`src/rtl/qbio_pkg.sv`:
```
// Shared types for the quasi-bidirectional port controller.
// Assumes: one pin class per instance, fixed at elaboration.
package qbio_pkg;
    typedef enum logic [1:0] {
        CLS_SCAN = 2'd0,
        CLS_GPIO = 2'd1,
        CLS_PORT = 2'd2
    } pin_class_e;

    // Burst length in clock periods for a class.
    function automatic int burst_for(pin_class_e cls, int long_len, int short_len);
        return (cls == CLS_GPIO) ? short_len : long_len;
    endfunction
endpackage

```
`src/rtl/qbio_pin_cell.sv`:
```
// One pin: output latch, burst counter and pad-enable decode.
// Assumes: wr_stb is already active high and synchronous to clk.
module qbio_pin_cell #(
    parameter int BURST_LEN = 2
) (
    input  logic clk,
    input  logic rst_n,
    input  logic wr_stb,
    input  logic wr_bit,
    output logic latch_q,
    output logic sink_en,
    output logic strong_en,
    output logic weak_en
);
    localparam int CW = $clog2(BURST_LEN + 1);

    logic [CW-1:0] cnt;

    // Latch update and burst counter: load on a 0-to-1 write, clear on a 0 write.
    always_ff @(posedge clk) begin
        if (!rst_n) begin
            latch_q <= 1'b1;
            cnt     <= '0;
        end else begin
            if (wr_stb) begin
                latch_q <= wr_bit;
            end
            if (wr_stb && !wr_bit) begin
                cnt <= '0;
            end else if (wr_stb && wr_bit && !latch_q) begin
                cnt <= CW'(BURST_LEN);
            end else if (cnt != '0) begin
                cnt <= cnt - 1'b1;
            end
        end
    end

    // Pad enables: sink while low, strong during burst, keeper otherwise.
    always_comb begin
        sink_en   = ~latch_q;
        strong_en = latch_q & (cnt != '0);
        weak_en   = latch_q & (cnt == '0);
    end
endmodule

```
`src/rtl/qbio_sync.sv`:
```
// Two-flop synchronizer for the pad levels.
// Assumes: pad inputs are asynchronous to clk; resets to all ones (pins idle high).
module qbio_sync #(
    parameter int W = 4
) (
    input  logic         clk,
    input  logic         rst_n,
    input  logic [W-1:0] d,
    output logic [W-1:0] q
);
    logic [W-1:0] meta;

    // Two-stage capture of the pad levels.
    always_ff @(posedge clk) begin
        if (!rst_n) begin
            meta <= '1;
            q    <= '1;
        end else begin
            meta <= d;
            q    <= meta;
        end
    end
endmodule

```
`src/rtl/qbio_rdmux.sv`:
```
// Read-data selection per pin class.
// Assumes: the class is constant; rd_pin_sel matters only for port-style pins.
module qbio_rdmux
    import qbio_pkg::*;
#(
    parameter int         W         = 4,
    parameter pin_class_e PIN_CLASS = CLS_SCAN
) (
    input  logic [W-1:0] latch_v,
    input  logic [W-1:0] pin_v,
    input  logic         rd_pin_sel,
    output logic [W-1:0] rd_data
);
    // Choose the latch or the synchronized pad level.
    always_comb begin
        case (PIN_CLASS)
            CLS_SCAN: rd_data = latch_v;
            CLS_GPIO: rd_data = pin_v;
            default:  rd_data = rd_pin_sel ? pin_v : latch_v;
        endcase
    end
endmodule

```
`src/rtl/qbio_port.sv`:
```
// Quasi-bidirectional pin group: latches, bursts, keeper and read path.
// Assumes: all pins share one class and one write strobe.
module qbio_port
    import qbio_pkg::*;
#(
    parameter int         NPINS     = 4,
    parameter pin_class_e PIN_CLASS = CLS_SCAN,
    parameter int         LONG_LEN  = 2,
    parameter int         SHORT_LEN = 1
) (
    input  logic             clk,
    input  logic             rst_n,
    input  logic             wr_n,
    input  logic [NPINS-1:0] wr_data,
    input  logic             rd_pin_sel,
    input  logic [NPINS-1:0] pin_in,
    output logic [NPINS-1:0] rd_data,
    output logic [NPINS-1:0] sink_en,
    output logic [NPINS-1:0] strong_up_en,
    output logic [NPINS-1:0] weak_up_en
);
    localparam int BURST_LEN = burst_for(PIN_CLASS, LONG_LEN, SHORT_LEN);

    logic [NPINS-1:0] latch_v;
    logic [NPINS-1:0] pin_sync;
    logic             wr_stb;

    // Active-high version of the write strobe.
    always_comb wr_stb = ~wr_n;

    for (genvar i = 0; i < NPINS; i++) begin : g_pin
        qbio_pin_cell #(.BURST_LEN(BURST_LEN)) u_cell (
            .clk       (clk),
            .rst_n     (rst_n),
            .wr_stb    (wr_stb),
            .wr_bit    (wr_data[i]),
            .latch_q   (latch_v[i]),
            .sink_en   (sink_en[i]),
            .strong_en (strong_up_en[i]),
            .weak_en   (weak_up_en[i])
        );
    end

    qbio_sync #(.W(NPINS)) u_sync (
        .clk   (clk),
        .rst_n (rst_n),
        .d     (pin_in),
        .q     (pin_sync)
    );

    qbio_rdmux #(.W(NPINS), .PIN_CLASS(PIN_CLASS)) u_rdmux (
        .latch_v    (latch_v),
        .pin_v      (pin_sync),
        .rd_pin_sel (rd_pin_sel),
        .rd_data    (rd_data)
    );
endmodule

```
`config.mk`:
```
export PLATFORM = sky130hd
export DESIGN_NAME = qbio_port
export DESIGN_NICKNAME = d
export VERILOG_FILES = /design/src/rtl/qbio_pkg.sv /design/src/rtl/qbio_pin_cell.sv /design/src/rtl/qbio_sync.sv /design/src/rtl/qbio_rdmux.sv /design/src/rtl/qbio_port.sv
export SDC_FILE = /design/constraint.sdc
export NUM_CORES = 1
export LEC_CHECK = 0
export BUFFER_PORTS_ARGS = -buffer_cell sky130_fd_sc_hd__buf_2
export CORE_MARGIN = 2
export CORE_UTILIZATION = 45
export CTS_BUF_LIST = sky130_fd_sc_hd__clkbuf_8 sky130_fd_sc_hd__clkbuf_16
export CTS_CLUSTER_DIAMETER = 100
export CTS_CLUSTER_SIZE = 25
export DETAILED_ROUTE_END_ITERATION = 12
export GPL_ROUTABILITY_DRIVEN = 0
export GPL_TIMING_DRIVEN = 1
export HOLD_SLACK_MARGIN = 0.03
export PLACE_DENSITY_LB_ADDON = 0.15
export SYNTH_ARGS = -nofsm -noshare
export SYNTH_HDL_FRONTEND = slang
export SYNTH_SLANG_ARGS = --single-unit
```
`constraint.sdc`:
```
create_clock -name clk -period 1.06 [get_ports clk]
set_clock_uncertainty 0.05 [all_clocks]
set_input_delay 0.212 -clock clk [delete_from_list [all_inputs] [get_ports clk]]
set_output_delay 0.212 -clock clk [all_outputs]
set_load 0.03 [all_outputs]
```
# Yosys cells after proc, flatten, opt, wreduce, memory -nomap -nowiden

Index checks and enable logic that the tools add are counted.

Memories kept: 0
Memory bits (writable): 0
Input port bits: 12
Latch bits: 0
Memory bits (read-only): 0
Output and inout port bits: 16
Register bits after elaboration: 12
Logic and storage cells: 78

Bitwise logic cells: 14
Shifts and indexed selects: 0
Multipliers: 0
Equal/unequal tests: 0
$add $sub $neg: 4
Divide/modulo/power cells: 0
Magnitude comparators: 0
Reductions and logical operators: 40
Multiplexer cells: 8

Operators by type and width:

| cell                                                                | count |
|---|---|
| 2-bit 2-to-1 mux                                                    | 8 |
| 2-bit nonzero test                                                  | 8 |
| 1-bit logical AND                                                   | 12 |
| 3-bit OR reduction                                                  | 4 |
| 1-bit AND                                                           | 8 |
| 1-bit logical NOT                                                   | 8 |
| 2-bit logical NOT                                                   | 4 |
| 2-bit OR reduction                                                  | 4 |
| 2-bit by 1-bit subtractor with 2-bit output (second input constant) | 4 |
| 1-bit NOT                                                           | 6 |

# Longest topological paths before layout

Gate-level depths: netlist (run 1).

Word-level depth: 4
Depth in mapped cells: 4
Depth with buffers taken out: 2

# Modules after synthesis

From an unflattened synthesis (run 1), not the netlist that was laid out.

Cells, all modules: 89
Area total of the unflattened synthesis: 779.5 µm²

Modules (own cells, without submodules):

| module        | cells each | times used | seq. area each (µm²) | area each (µm²) |
|---|---|---|---|---|
| qbio_pin_cell | 17         | 4          | 60.1                 | 133.9 |
| qbio_sync     | 16         | 1          | 160.2                | 210.2 |
| qbio_rdmux    | 4          | 1          | 0.0                  | 30.0 |
| qbio_port     | 1          | 1          | 0.0                  | 3.8 |

# Least setup slack after synthesis (run 1)

No wires, ideal clock.

Kind: register to output
Start point: register g_pin[1].u_cell.latch_q
End point: output port weak_up_en[1]
Path slack: 0 ps
Path buffers: 1
Stages on the path, launching flop included: 4
Data required time: 798 ps
Arrival: 798 ps
Cell sequence: dfxtp_1 inv_1 nor3_1 buf_4

Word-level cells in the longest chain between the ends: 1

Ends and longest elaborated chain:

| what                   | line                | RTL |
|---|---|---|
| from (decl)            | qbio_pin_cell.sv:10 | `output logic latch_q,` |
| from (signal assigned) | qbio_pin_cell.sv:26 | `latch_q <= wr_bit;` |
| 1-bit AND              | qbio_pin_cell.sv:42 | `weak_en = latch_q & (cnt == '0);` |
| to (decl)              | qbio_port.sv:20     | `output logic [NPINS-1:0] weak_up_en` |

No other way between the ends.

# Worst setup path in the final report (run 1)

Start point: register g_pin[1].u_cell.cnt[1]
End point: output port weak_up_en[1]

Word-level cells in the longest chain between the ends: 2

Ends and longest elaborated chain:

| what                   | line                | RTL |
|---|---|---|
| from (decl)            | qbio_pin_cell.sv:17 | `logic [CW-1:0] cnt;` |
| from (signal assigned) | qbio_pin_cell.sv:31 | `cnt <= CW'(BURST_LEN);` |
| from (signal assigned) | qbio_pin_cell.sv:33 | `cnt <= cnt - 1'b1;` |
| 2-bit logical NOT      | qbio_pin_cell.sv:42 |  |
| 1-bit AND              | qbio_pin_cell.sv:42 |  |

No other way between the ends.

==> results.md, run 1 <==
- CTS tree: done
- Number of storage elements in the synthesis netlist: 12
- Yosys warning count: 0
- Number of sinks handled by clock tree synthesis: 12
- Yosys top cell area share: 35.8%
- Later-pin clock latency in the skew report: 0.24 ns
- GRT Overall Usage: 15.8%
- Num CTS Buffers: 3
- Via count of the first global-routing pass: 547
- Path type of the worst setup path: reg -> out
- Quantity of hold-fixing buffers added after cts: 0
- # port buffers: 22
- Failing checks: negative setup slack
- Nets in the synthesized netlist: 91
- Hold Worst Slack: 0.172 ns
- Average vias per placed instance: 4.94
- Number of antenna violations at the first check in global routing: 0
- Length of the first detailed-routing pass in iterations: 3
- CP Data Arrival Time: 0.97 ns
- Fmax: 0.813 GHz
- Die area: 0.00182 mm2
- Syn_area_per_cell: 8.50 um2
- Multiplexer fraction of the synthesized cell area: 5.96%
- Post-synth EDFFs: 0
- Final standard cell utilization of the core: 72.7%
- Adder-cell share of the synthesized area: 0%
- Residual DRC: 0
- Top-level I/O count: 28
- Area grow syn2layout: 46.0%
- Worst Setup Slack, final: -0.170 ns
- Remaining antenna violation count: 0
- Maximum number of pins on one net before global-route repair: 17
- Clk slew on worst S/H paths: 0.05 ns
- Initial cell density of the core: 49.8%
- RSZ-0062 raised after global routing: true
- First-iteration detailed-routing DRC count: 2
- Final Max Tran Viols: 0
- Post-placement cell count: 102
- Number of unique standard cell types used by synthesis: 14
- Compound-Gate Fraction of Synth Area: 13.4%
- Total power consumption of the routed design: 1.26 mW
- DIE WIDTH: 42.6 um
- DPL Wire Length: 766 um
- Post-synthesis cell area: 672 um2
- Predominant post-synthesis flop cell: sky130_fd_sc_hd__dfxtp_1
- Wire length of the first global-routing pass: 2.20 mm
- Cell area after layout: 981 um2
- Worst-margin pin slew: 0.327 ns
- Min Tclk post-route: 1.23 ns
- Clock root buffer: sky130_fd_sc_hd__clkbuf_8
- Area share of xor/xnor cells in the synthesized design: 0%
- Final worst-path cycle share: 116%
- Vias after detailed routing: 578
- WL per Instance: 11.3 um
- Maximum level of the CTS H-tree: 1
- Leading cell types by total area after synthesis: sky130_fd_sc_hd__dfxtp_1 (36%), sky130_fd_sc_hd__buf_4 (18%), sky130_fd_sc_hd__nor2_1 (6.7%)
- Largest family of logic cells by synthesized area: buffers and inverters
- Clock Tree Buf Depth: 2
- Status: finished with violations
- Most frequently used cell type in the post-synthesis netlist: sky130_fd_sc_hd__buf_4
- Max Cap Viol: 0
- Biggest area consumer among synthesized cells: sky130_fd_sc_hd__dfxtp_1
- Number of standard cells in the layout, taps in and fillers out: 117
- Async S/R FF share, synth: 0%
- List of most frequent post-synthesis cells: sky130_fd_sc_hd__buf_4 (16), sky130_fd_sc_hd__dfxtp_1 (12), sky130_fd_sc_hd__nor2_1 (12)
- Diodes inserted: 0
- Number of core rows: 13
- Fraction of the mapped netlist area in simple logic gates: 20.1%
- Sequential area share after synthesis: 35.8%
- # nets final: 115
- Power per cell area: 1290 mW/mm2
- Class of the most critical hold timing path: in -> reg
- Setup TNS: -1.01 ns
- Final-report hold violation count: 0
- GR Overflow Total: 0
- Placeable core region: 0.00135 mm2
- Number of cells produced by synthesis: 79
- Layout cells sized above 1: 74.5%
- Fillcell total: 107
- Endpoint required time on the critical path: 0.80 ns
- Setup crit start kind: register
- Routed wire length: 1.32 mm
- Critical path capture point type: output pin
- Leakage power of the design: 0.464 nW
- Max Fanout on Critical Path: 3
- Peak supply drop: 806 uV
- Total cell area at the placement stage: 689 um2
- Slew margin rel.: 78.2%
- Setup-failing EPs final: 12
- Worst slack, placed: 0.0441 ns
- Vert. Die Dim: 42.6 um
[layout by cell type (no fill, tap or decap), drive strengths merged]
| master | Yosys | routed |
|---|---|---|
| nand2 | 8 | 8 |
| nor2 | 12 | 12 |
| dfxtp | 12 | 12 |
| clkbuf | 0 | 4 |
| mux2i | 4 | 4 |
| nor3 | 8 | 8 |
| a2bb2oi | 4 | 4 |
| inv | 4 | 4 |
| buf | 19 | 38 |
| o21ai | 4 | 4 |
| a21oi | 4 | 4 |
[kinds of logic (layout without fill, tap and decap cells)]
logic type,Yosys count,in the layout
muxes,4,4
AOI/OAI and AO/OA,12,12
buffers and inverters,23,46
and+or+nand+nor,28,28
DFF,12,12
[registers in the layout (all words and copies together), names as in the netlist]
name                  flops
g_pin.u_cell.cnt          8
g_pin.u_cell.latch_q      4
[path summary, 6_finish.rpt]
kind,cells after the start,slack [ns],startpoint,endpoint
worst max-delay path,2,-0.17,g_pin[1].u_cell.cnt[1],weak_up_en[1]
worst max register to register,4,0.09,g_pin[1].u_cell.cnt[0],g_pin[1].u_cell.cnt[1]
worst min register to register,2,0.43,g_pin[2].u_cell.cnt[1],g_pin[2].u_cell.cnt[0]
worst min-delay path,3,0.17,wr_data[2],g_pin[2].u_cell.latch_q
[timing repair]
action	4_1_cts	5_1_grt
pin swaps	6	4
setup endpoints to repair	16	13
resized for setup	43	14
endpoints found under the hold margin	0	0
buffers inserted	10	1
[power by group]
group          switching [mW]  total, mW  internal [mW]
Sequential             0.0131      0.479          0.466
Clock                   0.170      0.499          0.328
Combinational           0.156      0.284          0.128
Total                   0.340       1.26          0.922
[layout make-up]
class	instances	area [um2]	share of cell area, %
repair buffers	38	317	32.3
multi-input cells	44	315	32.1
flip-flops and latches	12	258	26.3
clock buffers	4	55.1	5.61
well taps	15	18.8	1.91
inverters	4	17.5	1.79
[worst max-delay path: stages, from the launching register on]
cell,delay (ns)
sky130_fd_sc_hd__dfxtp_2,0.34
sky130_fd_sc_hd__nor3_2,0.19
sky130_fd_sc_hd__buf_4,0.19
[metal layers]
metal / GRT usage, % / routed length [um] / up-vias / share of wire (%)
met3: 6.90 / 70 / 2 / 5.3
met2: 28.5 / 737 / 16 / 56
met5: 0 / 0 / - / 0
met1: 16.6 / 498 / 272 / 38
met4: 3.75 / 12 / 0 / 0.91
li1: - / - / 288 / -
Power figures use the tool's default switching activity.
==> run 2, diff against run 1 <==
- CELL_PAD_IN_SITES_DETAIL_PLACEMENT: default -> 1
- CELL_PAD_IN_SITES_GLOBAL_PLACEMENT: default -> 1
- CORE_UTILIZATION: 45 -> 32
==> results.md, run 2 (synthesis results as in run 1) <==
- Slew margin rel.: 77.5% (-0.71 points)
- Hold Worst Slack: 0.174 ns (+0.00270 ns)
- Maximum number of pins on one net before global-route repair: 16 (-1)
- Maximum level of the CTS H-tree: 1 (unchanged)
- Diodes inserted: 0 (unchanged)
- CTS tree: done
- Wire length of the first global-routing pass: 2.55 mm (+16%)
- Total power consumption of the routed design: 1.16 mW (-7.7%)
- Via count of the first global-routing pass: 603 (+10%)
- Worst slack, placed: 0.0454 ns (+0.00130 ns)
- Remaining antenna violation count: 0 (unchanged)
- Leakage power of the design: 0.466 nW (+0.44%)
- Placeable core region: 0.00196 mm2 (+45%)
- Fmax: 0.845 GHz (+3.9%)
- Min Tclk post-route: 1.18 ns (-0.0463 ns)
- Length of the first detailed-routing pass in iterations: 2 (-1)
- # port buffers: 22 (unchanged)
- RSZ-0062 raised after global routing: true
- Later-pin clock latency in the skew report: 0.23 ns (about the same)
- CP Data Arrival Time: 0.92 ns (-0.05 ns)
- Critical path capture point type: output pin
- Endpoint required time on the critical path: 0.80 ns (about the same)
- Clock root buffer: sky130_fd_sc_hd__clkbuf_8
- GRT Overall Usage: 13.7% (-2.2 points)
- Setup-failing EPs final: 8 (-4)
- DPL Wire Length: 925 um (+21%)
- Largest reg by FF count: g_pin.u_cell.cnt
- Top-level I/O count: 28 (unchanged)
- Final worst-path cycle share: 112% (-4.4 points)
- Max Cap Viol: 0 (unchanged)
- Routed wire length: 1.53 mm (+16%)
- Post-placement cell count: 114 (+12%)
- Number of sinks handled by clock tree synthesis: 12 (unchanged)
- Final-report hold violation count: 0 (unchanged)
- Residual DRC: 0 (unchanged)
- Num CTS Buffers: 3 (unchanged)
- Setup crit start kind: register
- Initial cell density of the core: 34.2% (-16 points)
- Failing checks: negative setup slack
- Final Max Tran Viols: 0 (unchanged)
- Max reg flops: 8 (unchanged)
- Number of antenna violations at the first check in global routing: 0 (unchanged)
- Vert. Die Dim: 49.8 um (+17%)
- WL per Instance: 11.8 um (+5.0%)
- Setup TNS: -0.836 ns (+0.169 ns)
- CP cell instances: nor3_2 > buf_4
- Slowest stage delay, CP: 0.35 ns (about the same)
- First-iteration detailed-routing DRC count: 1 (-1)
- Commonest cells after routing, fill and taps aside: sky130_fd_sc_hd__buf_4 (19), sky130_fd_sc_hd__buf_6 (14), sky130_fd_sc_hd__nor3_2 (8), sky130_fd_sc_hd__nand2_1 (8), sky130_fd_sc_hd__dfxtp_2 (8)
- Top Registers: g_pin.u_cell.cnt: 8 flops, g_pin.u_cell.latch_q: 4 flops
- Number of core rows: 16 (+3)
- Die area: 0.00248 mm2 (+37%)
- Clk slew on worst S/H paths: 0.05 ns (about the same)
- # nets final: 116 (+0.87%)
- Max Fanout on Critical Path: 3 (unchanged)
- Critical Path Slowest Stage Cell: sky130_fd_sc_hd__dfxtp_2
- Leading cell type in the layout, fill and taps excluded: sky130_fd_sc_hd__buf_4
- Layout cells sized above 1: 74.5% (unchanged)
- Area grow syn2layout: 47.5%
- Clock Tree Buf Depth: 2 (unchanged)
- Quantity of hold-fixing buffers added after cts: 0 (unchanged)
- Peak supply drop: 587 uV (-27%)
- Path type of the worst setup path: reg -> out
- Status: finished with violations
- Class of the most critical hold timing path: in -> reg
- Worst Setup Slack, final: -0.124 ns (+0.0463 ns)
- Average vias per placed instance: 4.47 (-9.6%)
- Worst-margin pin slew: 0.338 ns (+0.0106 ns)
- GR Overflow Total: 0 (unchanged)
- Power per cell area: 1180 mW/mm2 (-8.6%)
- Vias after detailed routing: 576 (-0.35%)
- DIE WIDTH: 49.8 um (+17%)
- Number of standard cells in the layout, taps in and fillers out: 129 (+10%)
==> run 2: cell count changes in the layout (fill, tap and decap cells not counted), sizes merged <==
cell | previous run | this run
buf | 38 | 39
clkbuf | 4 | 3
==> run 2: through the flow <==
| stage | util [%] | area [um2] |
|---|---|---|
| after floorplan | - | 674 |
| after global placement | 35.9 | 704 |
| after detailed placement | 35.9 | 704 |
| after CTS | 47.9 | 940 |
| after global routing | 50.5 | 991 |
| final | 50.5 | 991 |
==> run 2: metal layers <==
layer | vias up | routed length, um | share of wire [%] | GRT usage (%)
met2 | 11 | 852 | 56 | 26.0
li1 | 290 | - | - | -
met4 | 0 | 0 | 0 | 5.56
met3 | 0 | 59 | 3.9 | 2.73
met5 | - | 0 | 0 | 0
met1 | 275 | 614 | 40 | 14.4
==> run 2: worst paths after layout <==
kind | startpoint | to | slack, ns | cells past startpoint
min reg2reg | g_pin[0].u_cell.cnt[0] | g_pin[0].u_cell.cnt[0] | 0.48 | 2
max reg2reg | g_pin[3].u_cell.latch_q | g_pin[3].u_cell.latch_q | 0.09 | 4
min | wr_data[2] | g_pin[2].u_cell.latch_q | 0.17 | 3
max | g_pin[3].u_cell.cnt[1] | weak_up_en[3] | -0.12 | 2
==> run 2: worst max-delay path, delay by kind of cell (launching register included) <==
family	cells	cell delay, ns
buf+inv	1	0.18
flops	1	0.35
simple gates	1	0.17
==> run 2: report_power, final <==
part / switching [mW] / internal (mW)
logic: 0.157 / 0.133
registers: 0.0132 / 0.460
clock network: 0.153 / 0.249
total: 0.323 / 0.841
==> run 2: timing repair <==
action                                  in CTS  in global routing
endpoints found under the hold margin        0                  0
pin swaps                                    7                  5
resized for setup                           45                 15
endpoints found under the setup margin      16                 14
setup buffers                               11                  1
==> run 2: layout make-up <==
| cell class | count | area, um2 |
|---|---|---|
| clock buffer | 3 | 41.3 |
| fill | 240 | 971 |
| inverter | 4 | 15.0 |
| multi-input combinational | 44 | 305 |
| sequential | 12 | 265 |
| tap | 27 | 33.8 |
| timing repair buffer | 39 | 330 |
